**src/rtl/typrep_pkg.sv**
```systemverilog
package typrep_pkg;

    // What a single clock cycle does to the repeat state
    typedef enum logic [2:0] {
        TR_IDLE    = 3'd0,  // no poll this cycle
        TR_FRESH   = 3'd1,  // new key: forward, remember, start long pause
        TR_AGAIN   = 3'd2,  // held key, pause over: forward, start short pause
        TR_HOLD    = 3'd3,  // held key, pause running: count down, silent
        TR_RELEASE = 3'd4   // zero key: forget key, maybe report "no key"
    } tr_act_e;

    function automatic int tr_max(input int a, input int b);
        return (a > b) ? a : b;
    endfunction

    function automatic tr_act_e tr_pick(
        input logic poll,
        input logic key_zero,
        input logic same_key,
        input logic expired
    );
        if (!poll)          return TR_IDLE;
        else if (key_zero)  return TR_RELEASE;
        else if (!same_key) return TR_FRESH;
        else if (expired)   return TR_AGAIN;
        else                return TR_HOLD;
    endfunction

    // Does this action put a result on the output?
    function automatic logic tr_emits(input tr_act_e act, input logic test_mode);
        return (act == TR_FRESH) || (act == TR_AGAIN) ||
               ((act == TR_RELEASE) && test_mode);
    endfunction

endpackage

```
**src/rtl/typrep_key_store.sv**
```systemverilog
module typrep_key_store
    import typrep_pkg::*;
#(
    parameter int KEY_W = 8
) (
    input  logic             clk,
    input  logic             rst,
    input  tr_act_e          act,
    input  logic [KEY_W-1:0] key_in,
    output logic             same_key,
    output logic             key_zero
);
    logic [KEY_W-1:0] held_q;

    // remembered key
    always_ff @(posedge clk) begin
        if (rst)
            held_q <= '0;
        else if (act == TR_FRESH)
            held_q <= key_in;
        else if (act == TR_RELEASE)
            held_q <= '0;
    end

    assign same_key = (key_in == held_q);
    assign key_zero = (key_in == '0);
endmodule

```
**src/rtl/typrep_timer.sv**
```systemverilog
module typrep_timer
    import typrep_pkg::*;
#(
    parameter int INIT_DELAY  = 20,
    parameter int REPEAT_RATE = 4,
    parameter int CNT_W       = 5
) (
    input  logic    clk,
    input  logic    rst,
    input  tr_act_e act,
    output logic    expired
);
    localparam logic [CNT_W-1:0] LOAD_LONG  = CNT_W'(INIT_DELAY);
    localparam logic [CNT_W-1:0] LOAD_SHORT = CNT_W'(REPEAT_RATE);

    logic [CNT_W-1:0] left_q;

    // the count moves only on polls
    always_ff @(posedge clk) begin
        if (rst) begin
            left_q <= LOAD_LONG;
        end else begin
            unique case (act)
                TR_FRESH, TR_RELEASE: left_q <= LOAD_LONG;
                TR_AGAIN:             left_q <= LOAD_SHORT;
                TR_HOLD:              left_q <= left_q - 1'b1;
                default:              left_q <= left_q;
            endcase
        end
    end

    assign expired = (left_q == '0);
endmodule

```
**src/rtl/typrep_emit.sv**
```systemverilog
module typrep_emit
    import typrep_pkg::*;
#(
    parameter int KEY_W = 8
) (
    input  logic             clk,
    input  logic             rst,
    input  tr_act_e          act,
    input  logic             test_mode,
    input  logic [KEY_W-1:0] key_in,
    output logic             valid_o,
    output logic [KEY_W-1:0] key_o
);
    logic fire;
    assign fire = tr_emits(act, test_mode);

    // one-cycle result strobe
    always_ff @(posedge clk) begin
        if (rst) begin
            valid_o <= 1'b0;
            key_o   <= '0;
        end else begin
            valid_o <= fire;
            if (fire)
                key_o <= (act == TR_RELEASE) ? '0 : key_in;
        end
    end
endmodule

```
**src/rtl/typematic_repeat.sv**
```systemverilog
module typematic_repeat
    import typrep_pkg::*;
#(
    parameter int KEY_W       = 8,
    parameter int INIT_DELAY  = 20,
    parameter int REPEAT_RATE = 4
) (
    input  logic             clk,
    input  logic             rst,
    input  logic             poll_i,
    input  logic [KEY_W-1:0] key_i,
    input  logic             test_mode_i,
    output logic             out_valid_o,
    output logic [KEY_W-1:0] key_o
);
    localparam int MAX_LOAD = tr_max(INIT_DELAY, REPEAT_RATE);
    localparam int CNT_W    = (MAX_LOAD < 1) ? 1 : $clog2(MAX_LOAD + 1);

    logic    same_key;
    logic    key_zero;
    logic    expired;
    tr_act_e act;

    assign act = tr_pick(poll_i, key_zero, same_key, expired);

    typrep_key_store #(.KEY_W(KEY_W)) u_store (
        .clk      (clk),
        .rst      (rst),
        .act      (act),
        .key_in   (key_i),
        .same_key (same_key),
        .key_zero (key_zero)
    );

    typrep_timer #(
        .INIT_DELAY  (INIT_DELAY),
        .REPEAT_RATE (REPEAT_RATE),
        .CNT_W       (CNT_W)
    ) u_timer (
        .clk     (clk),
        .rst     (rst),
        .act     (act),
        .expired (expired)
    );

    typrep_emit #(.KEY_W(KEY_W)) u_emit (
        .clk       (clk),
        .rst       (rst),
        .act       (act),
        .test_mode (test_mode_i),
        .key_in    (key_i),
        .valid_o   (out_valid_o),
        .key_o     (key_o)
    );
endmodule

```
**config.mk**
```make
export PLATFORM = sky130hd
export DESIGN_NAME = typematic_repeat
export DESIGN_NICKNAME = d
export VERILOG_FILES = /design/src/rtl/typrep_pkg.sv /design/src/rtl/typrep_key_store.sv /design/src/rtl/typrep_timer.sv /design/src/rtl/typrep_emit.sv /design/src/rtl/typematic_repeat.sv
export SDC_FILE = /design/constraint.sdc
export NUM_CORES = 1
export LEC_CHECK = 0
export CORE_UTILIZATION = 60
export DETAILED_ROUTE_END_ITERATION = 7
export DONT_BUFFER_PORTS = 1
export HOLD_SLACK_MARGIN = 0.1
export PLACE_DENSITY = 0.76
export SLEW_MARGIN = 10
export SYNTH_ARGS = -nofsm -noshare
export SYNTH_HDL_FRONTEND = slang
export SYNTH_SLANG_ARGS = --single-unit
```
**constraint.sdc**
```tcl
create_clock -name clk -period 1.85 [get_ports clk]
set_input_delay 0.185 -clock clk [delete_from_list [all_inputs] [get_ports clk]]
set_output_delay 0.185 -clock clk [all_outputs]
set_load 0.01 [all_outputs]
```
# After elaboration in Yosys (flattened, before gate mapping)
# Cells that the tools add are included.
dict set report classes {
  addsub 1
  n_eq_ne 5
  n_mux 8
  n_reduce_logical 8
}
# operator n
set ops {}
lappend ops {{$mux 8} 3}
lappend ops {{$pmux 5 s3} 1}
lappend ops {{$eq 8x8->1} 1}
lappend ops {{$logic_not 8->1} 1}
lappend ops {{$eq 3x2->1 const B} 2}
lappend ops {{$mux 3} 2}
lappend ops {{$logic_not 5->1} 1}
lappend ops {{$sub 5x1->5 const B} 1}
lappend ops {{$eq 3x1->1 const B} 1}
lappend ops {{$eq 3x3->1 const B} 1}
lappend ops {{$reduce_bool 3->1} 1}
lappend ops {{$logic_or 1x1->1} 2}
lappend ops {{$mux 2} 1}
lappend ops {{$reduce_bool 2->1} 1}
lappend ops {{$reduce_or 2->1} 1}
lappend ops {{$logic_and 1x1->1} 1}
lappend ops {{$mux 1} 1}
dict set report word_totals {
  regBits 22
  inputBits 12
  output_inout_bits 9
  word_cells 26
}

# Logic depth before layout (Yosys ltp)
# Gate-level depths: netlist of the first run.
dict set report logic_depth {
  word_depth 8
  mapped_depth 7
  mapped_depth_nobuf 6
}

# Modules after synthesis
# Synthesis of the first run repeated with hierarchy kept, for this count alone.
dict set report unflattened {
  cells_unflattened 121
  area_unflattened_um2 1121.1
}
# module n_inst cells_per_inst area_per_inst_um2 seq_area_each_um2
set by_module_without_submodules {}
lappend by_module_without_submodules {typrep_key_store 1 52 435.4 160.2}
lappend by_module_without_submodules {typrep_emit 1 25 349.1 180.2}
lappend by_module_without_submodules {typrep_timer 1 39 299.0 100.1}
lappend by_module_without_submodules {typematic_repeat 1 5 37.5 0.0}

# Least setup slack after synthesis of the first run
# Ideal clock, no wire load.
dict set report synth_path {
  path_type {reg-to-reg}
  startpoint {register u_store.held_q[2]}
  endpoint {register u_emit.valid_o}
  arrival_time_ns 1.317
  required_ns 1.725
  setup_slack_ns 0.409
  path_stages_with_launch 7
  path_buffers 1
  period_less_slack_ns 1.441
  cell_sequence {dfxtp_1 > xor2_1 > nor4_4 > and3_1 > buf_4 > a21oi_2 > nor2b_1}
}
dict set report synth_between {
  elab_chain_len 7
  elab_cells_between_ends 10
  classes_between {4 x eq/ne; 3 x mux; 3 x reduce/logical}
}
# element line
set synth_lines {}
lappend synth_lines {{start, declared} typrep_key_store.sv:13} ;# logic [KEY_W-1:0] held_q;
lappend synth_lines {{start signal, assigned} typrep_key_store.sv:20} ;# held_q <= key_in;
lappend synth_lines {{$eq 8x8->1 (*)} typrep_key_store.sv:25} ;# assign same_key = (key_in == held_q);
lappend synth_lines {{$mux 2 (*)} typrep_pkg.sv:24} ;# else if (!same_key) return TR_FRESH;
lappend synth_lines {{$mux 3 (*)} typrep_pkg.sv:23} ;# else if (key_zero) return TR_RELEASE;
lappend synth_lines {{$mux 3 (*)} typrep_pkg.sv:22} ;# if (!poll) return TR_IDLE;
lappend synth_lines {{$eq 3x1->1 (tied with other cells)} typrep_pkg.sv:31} ;# return (act == TR_FRESH) || (act == TR_AGAIN) ||
lappend synth_lines {{$logic_or 1x1->1 or $logic_and 1x1->1 (tied branches)} {typrep_pkg.sv:31, typrep_pkg.sv:32}}
lappend synth_lines {{$logic_or 1x1->1 (*)} typrep_pkg.sv:31}
lappend synth_lines {{end signal, assigned} typrep_emit.sv:23} ;# valid_o <= fire;
lappend synth_lines {{end, declared} typrep_emit.sv:11} ;# output logic valid_o,
# Every way passes the cells marked *; elsewhere a longest branch is shown, timed or not.
# A chain may end at the register's enable or synchronous reset.

# Worst setup path after layout of the first run
dict set report layout_path {
  startpoint {register u_store.held_q[1]}
  endpoint {register u_emit.valid_o}
}
# Same word-level chain as after synthesis.

==> results list, run 1 <==
- Leading cell types by count after synthesis: sky130_fd_sc_hd__dfxtp_1 (22), sky130_fd_sc_hd__nand2_1 (12), sky130_fd_sc_hd__nand2b_1 (10)
* Yosys top cell area share: 41.12%
* Worst Hold Path Cells: 3
* Launch instance of the worst register-to-register path: u_store.held_q[1]
- The final layout contains routed wiring with a total length of 2291 µm.
* Data arrival at the endpoint of the critical path: 1.84 ns
* Core footprint: 1594 µm²
- Cells with a size suffix above 1 make up 8.475% of the layout.
* Endpoint, Worst Hold: u_emit.key_o[3]
* Primary FF master, synth: sky130_fd_sc_hd__dfxtp_1
- The synthesized design contains 22 register bits.
- STA puts the critical path data required time at 2.05 ns.
- In this run the horizontal extent of the chip is 44.25 µm.
- Of all flip-flops after synthesis, the portion carrying an async set or reset was 0%.
* Detailed-placement wirelength estimate: 1407 µm
- Clock tree synthesis inserted a total of 3 buffers.
- Number of standard-cell rows in the floorplan: 14
- Summed over all instances, the cell type with the most area after synthesis is sky130_fd_sc_hd__dfxtp_1.
- Across the run, the number of max-cap violations was 0.
* Ant diodes: 0
- Number of vias after detailed routing: 834
* Clk buf depth: 2
- Final Setup Violations: 0
* Startpoint types: flip-flop
- The checks that failed: design-rule violations.
- Counting I/O delays and the setup requirement, the final critical path takes 1.644 ns.
- Instance area after placement: 1082 µm²
- Across all setup checks in the final design, the least slack found is 0.2065 ns.
* Clock tree sinks: 22
* Upper clock frequency limit: 608.5 MHz
- Lkg Pwr: 0.4731 nW
- The first routing iteration left 31 violations.
- Remaining number of nets flagged by the antenna check after routing: 0
- Setup slack on the worst reg-to-reg path comes out at 0.21 ns.
- VDD sags by at most 0.5016 mV.
- Clock Skew: 0.003821 ns
* Result of the run: finished with violations
- Hold Violations, Final: 0
- Worst Hold Launch: rst
- Mean area per synthesized cell: 9.917 µm²
* Initial Utilization: 67.19%
* Top cells by area in the synthesized netlist: sky130_fd_sc_hd__dfxtp_1 (41%), sky130_fd_sc_hd__mux2i_1 (7.5%), sky130_fd_sc_hd__a22o_1 (6.5%)
* Overflow after GRT: 0
- Detail-routed net length per standard cell: 16.13 µm
- The min-delay analysis places its worst path in the category in2reg.
* Syn_nets: 122
- Maximum number of pins on one net before global-route repair: 17
- Crit Path Max Fanout: 6
* Detailed-route DRC error count: 1
- At the placement stage, the worst setup path has a slack of 0.2245 ns.
* Total Routing Usage GR: 28.32%
- Dividing total power by cell area gives a power density of 739.6 nW/µm².
- Gates resized during post-CTS repair numbered 0.
- Area of all placed cells without fillers: 1219 µm²
* Buffers added on ports: 0
- CTS tree: built
- Area Overhead vs Synth: 13.79%
* Number of enable flip-flop cells after synthesis: 0
- The first global-routing pass estimated 3967 µm of wire.
- Most frequent cell after synthesis: sky130_fd_sc_hd__dfxtp_1
* Antenna violations before repair: 0
* RSZ-0062 raised after global routing: no
- Syn. warnings: 0
- Across all hold checks on the routed design, the worst slack comes to 0.1181 ns.
- For this run, the detailed router's first-pass iteration total came to 8.
* Critical path endpoint category: flip-flop
* Clock latency on the worst-skew pair: 0.31 ns
* Fill cells: 117
- Gpl congestion: 0.8267
- Boundary pin count: 21
- Final number of max-transition violations: 0
- Unique cell type count in the Yosys netlist: 32
* Buffer type at the clock tree root: sky130_fd_sc_hd__clkbuf_4
* RR Endpoint: u_emit.valid_o
- The final layout contains 133 nets.
* Cell Area, Synth: 1071 µm²
- Crit Path Category: reg2reg
* Final worst path period share: 88.84%
- Counting every instance in the synthesized netlist gives 108.
* Via density per instance: 5.873
- Area of the die: 1958 µm²
- Clock-pin slew on the worst setup and hold paths: 0.13 ns
- Measured in cells, the most critical reg-to-reg path has a length of 5.
- The via count of the first global-routing pass came to 854.
- Worst slew slack as a fraction of its limit: 61.58%
- Aggregate negative setup slack: 0 ns
* Proportion of synthesized chip area in sequential cells: 41.12%
- Die Span Y: 44.25 µm
* Slew at the pin closest to its max-slew limit: 0.5752 ns
- Number of levels in the clock H-tree: 1
-- cell type report --
cell class              instances  area, µm²  share of cell area [%]
multi-input cells              79      600.6                   49.28
flip-flops and latches         22      440.4                   36.14
well taps                      24      30.03                   2.464
clock buffers                   4      36.28                   2.977
repair buffers                 10      100.1                   8.214
inverters                       3      11.26                  0.9240
-- state kept, by name, indices dropped and copies added (netlist names) --
register        flops
u_emit.key_o        8
u_emit.valid_o      1
u_timer.left_q      5
u_store.held_q      8
-- worst max path at each step --
stage | start | to | slack, ns | depth (start not counted)
2_1_floorplan | u_store.held_q[2] | u_emit.valid_o | 0.41 | 6
3_3_place_gp | u_store.held_q[1] | u_emit.key_o[4] | 0.27 | 5
3_5_place_dp | u_store.held_q[1] | u_emit.key_o[2] | 0.22 | 5
4_1_cts | u_store.held_q[1] | u_emit.valid_o | 0.20 | 5
5_1_grt | u_store.held_q[0] | u_timer.left_q[0] | 0.10 | 5
6_report | u_store.held_q[1] | u_emit.valid_o | 0.21 | 5
-- power by group --
group | total [mW] | internal (mW) | switching [mW]
clock | 0.272 | 0.120 | 0.152
sequential | 0.517 | 0.497 | 0.0206
combinational | 0.112 | 0.0538 | 0.0578
-- per-stage QoR --
step	std cells	total power, mW	utilization (%)
detailed placement	128	0.6114	67.90
global route	142	0.9344	76.45
global placement	128	0.6090	67.90
CTS	142	0.8953	76.45
floorplan	108	0.6055	-
finish	142	0.9013	76.45
-- worst max-delay path: stages, from the launching register on --
cell                      delay, ns
sky130_fd_sc_hd__dfxtp_1       0.34
sky130_fd_sc_hd__xor2_1        0.18
sky130_fd_sc_hd__nor4_4        0.34
sky130_fd_sc_hd__and3_1        0.40
sky130_fd_sc_hd__a21oi_2       0.13
sky130_fd_sc_hd__nor2b_1       0.14
-- logic make-up (layout without fill, tap and decap cells) --
group,Yosys count,count (layout),share of synthesized area (%)
simple gates,41,41,24.30
flops,22,22,41.12
compound gates,20,20,15.42
xor+xnor,8,8,6.542
mux,8,8,7.477
buf+inv,7,17,2.804
fa+ha+maj,2,2,2.336
-- layout by cell type (no fill, tap or decap), types with 3 or more instances in the layout --
cell,instances
sky130_fd_sc_hd__dfxtp_1,22
sky130_fd_sc_hd__nand2_1,12
sky130_fd_sc_hd__nand2b_1,10
sky130_fd_sc_hd__dlygate4sd3_1,10
sky130_fd_sc_hd__xor2_1,8
sky130_fd_sc_hd__a22o_1,8
sky130_fd_sc_hd__mux2i_1,8
sky130_fd_sc_hd__a21oi_1,4
sky130_fd_sc_hd__inv_1,3
sky130_fd_sc_hd__nor3_1,3
sky130_fd_sc_hd__clkbuf_4,3
-- repair_timing --
action,in CTS,in global routing
buffers inserted,0,0
endpoints found under the hold margin,22,0
hold buffers,10,0
endpoints found under the setup margin,0,0
-- per-layer routing --
layer	global-route usage, %	part of all wire (%)
met3	5.714	3.4
met4	13.33	1.2
met5	0	0
met2	49.71	55
met1	32.74	41
No activity file was read; power rests on OpenSTA's default activity.
==> inputs of run 2 (changes only) <==
--- a/config.mk
+++ b/config.mk
@@ -5,11 +5,12 @@
 export SDC_FILE = /design/constraint.sdc
 export NUM_CORES = 1
 export LEC_CHECK = 0
-export CORE_UTILIZATION = 60
+export CORE_ASPECT_RATIO = 0.6
+export CORE_UTILIZATION = 40
 export DETAILED_ROUTE_END_ITERATION = 7
 export DONT_BUFFER_PORTS = 1
 export HOLD_SLACK_MARGIN = 0.1
-export PLACE_DENSITY = 0.76
+export SETUP_SLACK_MARGIN = 0.5
 export SLEW_MARGIN = 10
 export SYNTH_ARGS = -nofsm -noshare
 export SYNTH_HDL_FRONTEND = slang
==> constraint.sdc (replaced) <==
create_clock -name clk -period 1.8 [get_ports clk]
set_input_delay 0.18 -clock clk [delete_from_list [all_inputs] [get_ports clk]]
set_output_delay 0.18 -clock clk [all_outputs]
set_load 0.01 [all_outputs]
==> run 2 against run 1 <==
Effect of this change: the flow now finishes without violations; utilization is 22 points lower; fmax up 6.4%; clock-buffer cell count shrank 1; global-route usage shrank 8.1 points; critical path depth grew 1; first-iteration DRC count rose by 68%; combinational power increased by 13%; cell count up 9.2%; power up 24%; hold slack improved by 0.0029 ns; clock power is 69% higher; critical path type unchanged.
==> results list, run 2 (same netlist as run 1, synthesis figures left out) <==
* Result of the run: completed
* Overflow after GRT: 0 (unchanged)
* Number of design-rule violations left by the first detailed-router iteration: 52 (+68%)
- Core footprint: 2522 µm² (+58%)
- Required time reported for the critical path endpoint: 1.96 ns (-0.09 ns)
- Reported net switching power: 247.5 µW (+7.4%)
- Overall power after layout: 1.121 mW (+24%)
- The switching power as a share of total power is 22.09% (-3.5 points).
* Number of levels in the clock H-tree: 1 (unchanged)
- The first-pass GRT wire length came to 4146 µm (+4.5%).
* Buffers added on ports: 0 (unchanged)
- The number of buffers added by the clock tree synthesis step came to 3 (unchanged).
* Ant diodes: 0 (unchanged)
- The worst setup path is of the reg2reg kind.
* Lkg Pwr: 0.5124 nW (+8.3%)
- Critical path endpoint category: flip-flop
- Final number of max-transition violations: 0 (unchanged)
* Detailed-placement wirelength estimate: 1617 µm (+15%)
- Hold Violations, Final: 0 (unchanged)
* Detailed-route DRC error count: 0 (-1)
* Maximum number of pins on one net before global-route repair: 17 (unchanged)
- The number of filler instances in the final layout came to 224 (+91%).
* Combinational fraction of design power: 11.4% (-1.0 points)
- TritonCTS built the clock tree.
- Initial Utilization: 42.46% (-25 points)
- Commonest cells after routing, fill and taps aside: sky130_fd_sc_hd__dfxtp_1 (19), sky130_fd_sc_hd__nand2_1 (12), sky130_fd_sc_hd__nand2b_1 (10), sky130_fd_sc_hd__dlygate4sd3_1 (10)
- The number of buffers on the longest clock path came to 2 (unchanged).
* Max rail drop VDD: 0.4522 mV (-9.8%)
- Cell count after placement: 138 (+7.8%)
- The final weighted congestion in routability-driven placement is 0.8545 (+3.4%).
- The overall routing resource usage came to 20.17% (-8.1 points).
- Data arrival at the endpoint of the critical path: 1.71 ns (-0.13 ns)
- The sequential cell fraction of total power was 47.6% (-9.8 points).
- Share of final-layout standard cells stronger than drive strength 1: 21.14% (+13 points)
- Commonest non-fill, non-tap cell in the layout: sky130_fd_sc_hd__dfxtp_1
- Final Setup Violations: 0 (unchanged)
- Crit Path Max Fanout: 8 (+2)
- The footprint of the multi-input gates is 666.9 µm² (+11%).
- The tightest min-delay check is of the in2reg type.
- The number of violations of the max-capacitance limit was 0 (unchanged).
- Clock-pin slew on the worst setup and hold paths: 0.08 ns (-0.05 ns)
- Worst slew slack as a fraction of its limit: 62.13% (+0.55 points)
- Number of vias after detailed routing: 851 (+2.0%)
- Slew at the pin closest to its max-slew limit: 0.5606 ns (-0.01456 ns)
* Detail-routed net length per standard cell: 16.05 µm (-0.51%)
* Startpoint types: flip-flop
- The number of nets in the layout is 138 (+3.8%).
- Final worst path period share: 85.80% (-3.0 points)
- Minimum clock period after layout: 1.544 ns (-0.09909 ns)
* Post-route insts no fill: 155 (+9.2%)
- Clock Skew: 0.004203 ns (+0.0003821 ns)
- Aggregate negative setup slack: 0 ns (unchanged)
- The internal power summed over all cells was 873.1 µW (+30%).
- The timing-limited maximum frequency is 647.5 MHz (+6.4%).
* Boundary pin count: 21 (unchanged)
* Area of all placed cells without fillers: 1364 µm² (+12%)
* Clock latency on the worst-skew pair: 0.26 ns (-0.05 ns)
- Remaining number of nets flagged by the antenna check after routing: 0 (unchanged)
* RSZ-0062 raised after global routing: yes
* Chip width: 68.80 µm (+55%)
- The tree is rooted in a sky130_fd_sc_hd__clkbuf_8.
- The number of vias per cell came to 5.490 (-6.5%).
* Area Overhead vs Synth: 27.34%
- Count of TritonRoute iterations in the first routing pass: 4 (-4)
- Clock tree sinks: 22 (unchanged)
* Area of the die: 2895 µm² (+48%)
- The sequential standard cell area came to 444.2 µm² (+0.85%).
- Power density over cell area: 821.7 nW/µm² (+11%)
- Die Span Y: 42.08 µm (-4.9%)
* Antenna violations before repair: 0 (unchanged)
- The setup slack of the worst register-to-register path is 0.26 ns (+0.05 ns).
- Instance area after placement: 1131 µm² (+4.5%)
* Number of global-route vias before repair: 858 (+0.47%)
* Clock share of power: 41.0% (+11 points)
- Wire length reported by the detailed router: 2488 µm (+8.6%)
- The number of placement rows is 14 (unchanged).
- The largest registers in the layout are u_emit.key_o (8), u_store.held_q (8), u_timer.left_q (5).
run 2: worst paths after layout:
check | startpoint | to | cells past startpoint
worst max-delay path | u_store.held_q[0] | u_store.held_q[3] | 6
worst min-delay path | poll_i | u_timer.left_q[1] | 2
worst max register to register | u_store.held_q[0] | u_store.held_q[3] | 6
worst min register to register | u_timer.left_q[0] | u_timer.left_q[0] | 2
run 2: final cells by class:
class | count | share of cell area (%)
Timing Repair Buffer | 14 | 9.541
Clock inverter | 1 | 2.202
Clock buffer | 3 | 3.028
Multi-Input combinational cell | 80 | 48.90
Tap cell | 32 | 2.936
Sequential cell | 22 | 32.57
Inverter | 3 | 0.8257
run 2: worst max-delay path, cell delays in order, from the launching register on:
cell	delay [ns]
sky130_fd_sc_hd__dfxtp_2	0.34
sky130_fd_sc_hd__xor2_2	0.15
sky130_fd_sc_hd__nor4_4	0.37
sky130_fd_sc_hd__buf_4	0.17
sky130_fd_sc_hd__a211oi_2	0.06
sky130_fd_sc_hd__buf_4	0.17
sky130_fd_sc_hd__a22o_1	0.19
run 2: timing repair:
action                                  in CTS  in global routing
hold endpoints to repair                    22                  0
resized for setup                            6                  4
hold buffers                                10                  0
setup buffers                                1                  1
cloned                                       1                  0
endpoints found under the setup margin      22                 22
pin swaps                                    9                  4
run 2: power groups by stage:
stage | logic (mW) | registers [mW] | clock network (mW)
floorplan | 0.0863 | 0.540 | 0
global placement | 0.0905 | 0.543 | 0
global route | 0.140 | 0.537 | 0.489
finish | 0.127 | 0.534 | 0.459
CTS | 0.125 | 0.533 | 0.473
detailed placement | 0.0914 | 0.543 | 0
run 2: routing by layer:
layer	vias to the layer above	track usage, %	wire length [µm]
li1	416	-	-
met1	406	30.64	1328
met2	25	26.27	959
met3	4	8.152	182
met4	0	4.082	19
met5	-	0	0
run 2: per-stage QoR:
step,hold WS (ns),util (%),setup WS (ns)
after floorplan,0.3055,-,0.3992
after global placement,0.2537,44.84,0.2013
after detailed placement,0.2534,44.84,0.1801
after CTS,0.1040,53.32,0.2508
after global routing,0.1141,54.07,0.1716
final,0.1209,54.07,0.2556
==> inputs of run 3 (changes only) <==
==> constraint.sdc (replaced) <==
create_clock -name clk -period 1.8 [get_ports clk]
set_input_delay 0 -clock clk [delete_from_list [all_inputs] [get_ports clk]]
set_output_delay 0 -clock clk [all_outputs]
set_load 0.01 [all_outputs]
==> run 3 against run 2 <==
Effect of this change: the flow now finishes with violations (negative hold slack); sequential share of layout area decreased by 1.6 points; critical endpoint is now u_store.held_q[5]; critical path type unchanged; wire length increased by 2.6%; sequential power about the same; flip-flop and latch count unchanged; clock power decreased by 23%; setup slack about the same; clock-buffer cell count increased by 1; first-iteration DRC count decreased by 1.9%; utilization increased by 3.4 points.
==> results list, run 3 (same netlist as run 1, synthesis figures left out) <==
- The port buffer count came to 0 (unchanged).
- The starting utilization of the core area was 42.46% (unchanged).
- The most numerous cell type found on the critical path is sky130_fd_sc_hd__buf_4.
- Ant diodes: 0 (unchanged)
* Area of all placed cells without fillers: 1450 µm² (+6.3%)
- The endpoint required time on the critical path was 1.95 ns (about the same).
- The total negative setup slack came to 0 ns (unchanged).
* Count of TritonRoute iterations in the first routing pass: 4 (unchanged)
- The hold slack is -0.2091 ns (-0.3301 ns).
* Violated checks: negative hold slack
* Clock latency on the worst-skew pair: 0.26 ns (about the same)
- RSZ-0062 raised after global routing: yes
- Detailed-route DRC error count: 0 (unchanged)
- The min-delay analysis places its worst path in the category in2reg.
* Gpl congestion: 0.8589 (+0.51%)
- The height of the chip was 42.08 µm (unchanged).
- The first-pass GRT wire length was 4422 µm (+6.7%).
* Slowest stage cell, crit path: sky130_fd_sc_hd__nor4_4
- Buffer type at the clock tree root: sky130_fd_sc_hd__clkbuf_8
- In the final layout, the registers with the most flip-flops are u_emit.key_o (8), u_store.held_q (8), u_timer.left_q (5).
- Flip-flop and latch area: 449.2 µm² (+1.1%)
- Worst slew slack as a fraction of its limit: 60.55% (-1.6 points)
* Critical-path cell list: xor2_2 > nor4_4 > buf_4 > a211oi_2 > buf_4 > a22o_1
* Instance area after placement: 1124 µm² (-0.66%)
- Minimum clock period after layout: 1.545 ns (+0.0004140 ns)
* Wire length reported by the detailed router: 2552 µm (+2.6%)
* Data arrival at the endpoint of the critical path: 1.70 ns (about the same)
* Layout Utilization: 57.49% (+3.4 points)
- The leakage dissipation came to 0.5268 nW (+2.8%).
- The number of placement rows was 14 (unchanged).
* Detailed-placement wirelength estimate: 1633 µm (+1.0%)
- Final net count: 146 (+5.8%)
- The longest individual stage delay on the worst path was 0.36 ns (about the same).
- Area of combinational cells with multiple inputs: 681.9 µm² (+2.3%)
* Fill cells: 231 (+3.1%)
- Total of max-cap violations: 0 (unchanged)
- Startpoint types: flip-flop
- Result of the run: finished with violations
- Clock-pin slew on the worst setup and hold paths: 0.08 ns (about the same)
- The detailed-route via count came to 892 (+4.8%).
- Critical path endpoint category: flip-flop
* Detail-routed net length per standard cell: 15.66 µm (-2.5%)
* Number of design-rule violations left by the first detailed-router iteration: 51 (-1.9%)
- The final worst-path setup slack was 0.2552 ns (-0.0004140 ns).
- The peak fanout along the critical path was 8 (unchanged).
- The maximum number of pins on one net before global-route repair was 22 (+5).
- The overall die width came to 68.80 µm (unchanged).
- The worst slack at placement came to 0.1660 ns (-0.01409 ns).
* Share of final-layout standard cells stronger than drive strength 1: 24.43% (+3.3 points)
* Commonest non-fill, non-tap cell in the layout: sky130_fd_sc_hd__dlygate4sd3_1
- The overall routing resource usage was 20.95% (+0.78 points).
* Clk buf depth: 2 (unchanged)
- Final worst path period share: 85.82% (about the same)
- Area of the die: 2895 µm² (unchanged)
- The number of vias per cell came to 5.472 (-0.33%).
- The worst ir drop on vdd came to 0.3908 mV (-14%).
* Hold bufs inserted after CTS: 19 (+9)
* Core footprint: 2522 µm² (unchanged)
- Relative to the synthesized area, the layout overhead comes to 35.40%.
- The number of buffers added by the clock tree synthesis step was 3 (unchanged).
* Power density over cell area: 711.0 nW/µm² (-13%)
* Overflow after GRT: 0 (unchanged)
- Upper clock frequency limit: 647.3 MHz (about the same)
- Clock tree sinks: 22 (unchanged)
- Slew at the pin closest to its max-slew limit: 0.5841 ns (+0.02346 ns)
* Final Setup Violations: 0 (unchanged)
- Number of global-route vias before repair: 933 (+8.7%)
* CTS tree: built
- Final number of max-transition violations: 0 (unchanged)
- Boundary pin count: 21 (unchanged)
* Crit Path Category: reg2reg
- The number of nets still failing antenna checks after routing was 0 (unchanged).
- Antenna violations before repair: 0 (unchanged)
- Hold Violations, Final: 6 (+6)
- Commonest cells after routing, fill and taps aside: sky130_fd_sc_hd__dlygate4sd3_1 (19), sky130_fd_sc_hd__dfxtp_1 (15), sky130_fd_sc_hd__nand2_1 (12), sky130_fd_sc_hd__nand2b_1 (10)
* Number of levels in the clock H-tree: 1 (unchanged)
- The maximum clock skew at final layout came to 0.004712 ns (+0.0005083 ns).
==> run 3: cell count changes in the layout (fill, tap and decap cells not counted), sizes merged <==
cell,previous run,this run
dlygate4sd3,10,19
bufinv,1,0
clkbuf,3,4
buf,4,3
==> run 3: worst paths after layout <==
path	start	end	slack [ns]	depth (start not counted)
setup / recovery	u_store.held_q[5]	u_store.held_q[5]	0.26	6
hold / removal	rst	u_timer.left_q[0]	-0.21	1
setup reg to reg	u_store.held_q[5]	u_store.held_q[5]	0.26	6
hold reg to reg	u_timer.left_q[0]	u_timer.left_q[0]	0.48	2
==> run 3: layout make-up <==
type,count,area share (%)
timing repair buffer,22,14.67
inverter,3,0.7765
sequential,22,30.98
tap,32,2.761
clock buffer,4,3.796
multi-input combinational,80,47.02
==> run 3: worst max-delay path, delay by kind of cell (launching register included) <==
family	cells	cell delay, ns
AOI/OAI and AO/OA	2	0.24
DFF	1	0.34
xor gates and xnor gates	1	0.15
buffers and inverters	2	0.34
and+or+nand+nor	1	0.36
==> run 3: power by group <==
part           internal [mW]  switching (mW)
combinational         0.0783          0.0629
sequential             0.511          0.0232
clock                  0.195           0.160
total                  0.785           0.246
==> run 3: timing repair <==
action	4_1_cts	5_1_grt
hold endpoints to repair	22	20
gates resized for setup	6	11
cloned	1	0
endpoints found under the setup margin	22	22
pin swaps	9	12
setup buffers	2	0
==> run 3: routing by layer <==
layer  share of wire, %  up-vias  global-route usage (%)
met5                  0        -                       0
met1                 52      438                   31.02
met3                6.8        2                   9.511
met2                 41       19                   28.04
met4               0.39        0                   3.265
li1                   -      433                       -
==> run 3: per-stage QoR <==
stage | cells | total power [mW]
after floorplan | 108 | 0.6262
after global placement | 137 | 0.6337
after detailed placement | 137 | 0.6347
after CTS | 163 | 1.035
after global routing | 163 | 1.072
final | 163 | 1.031
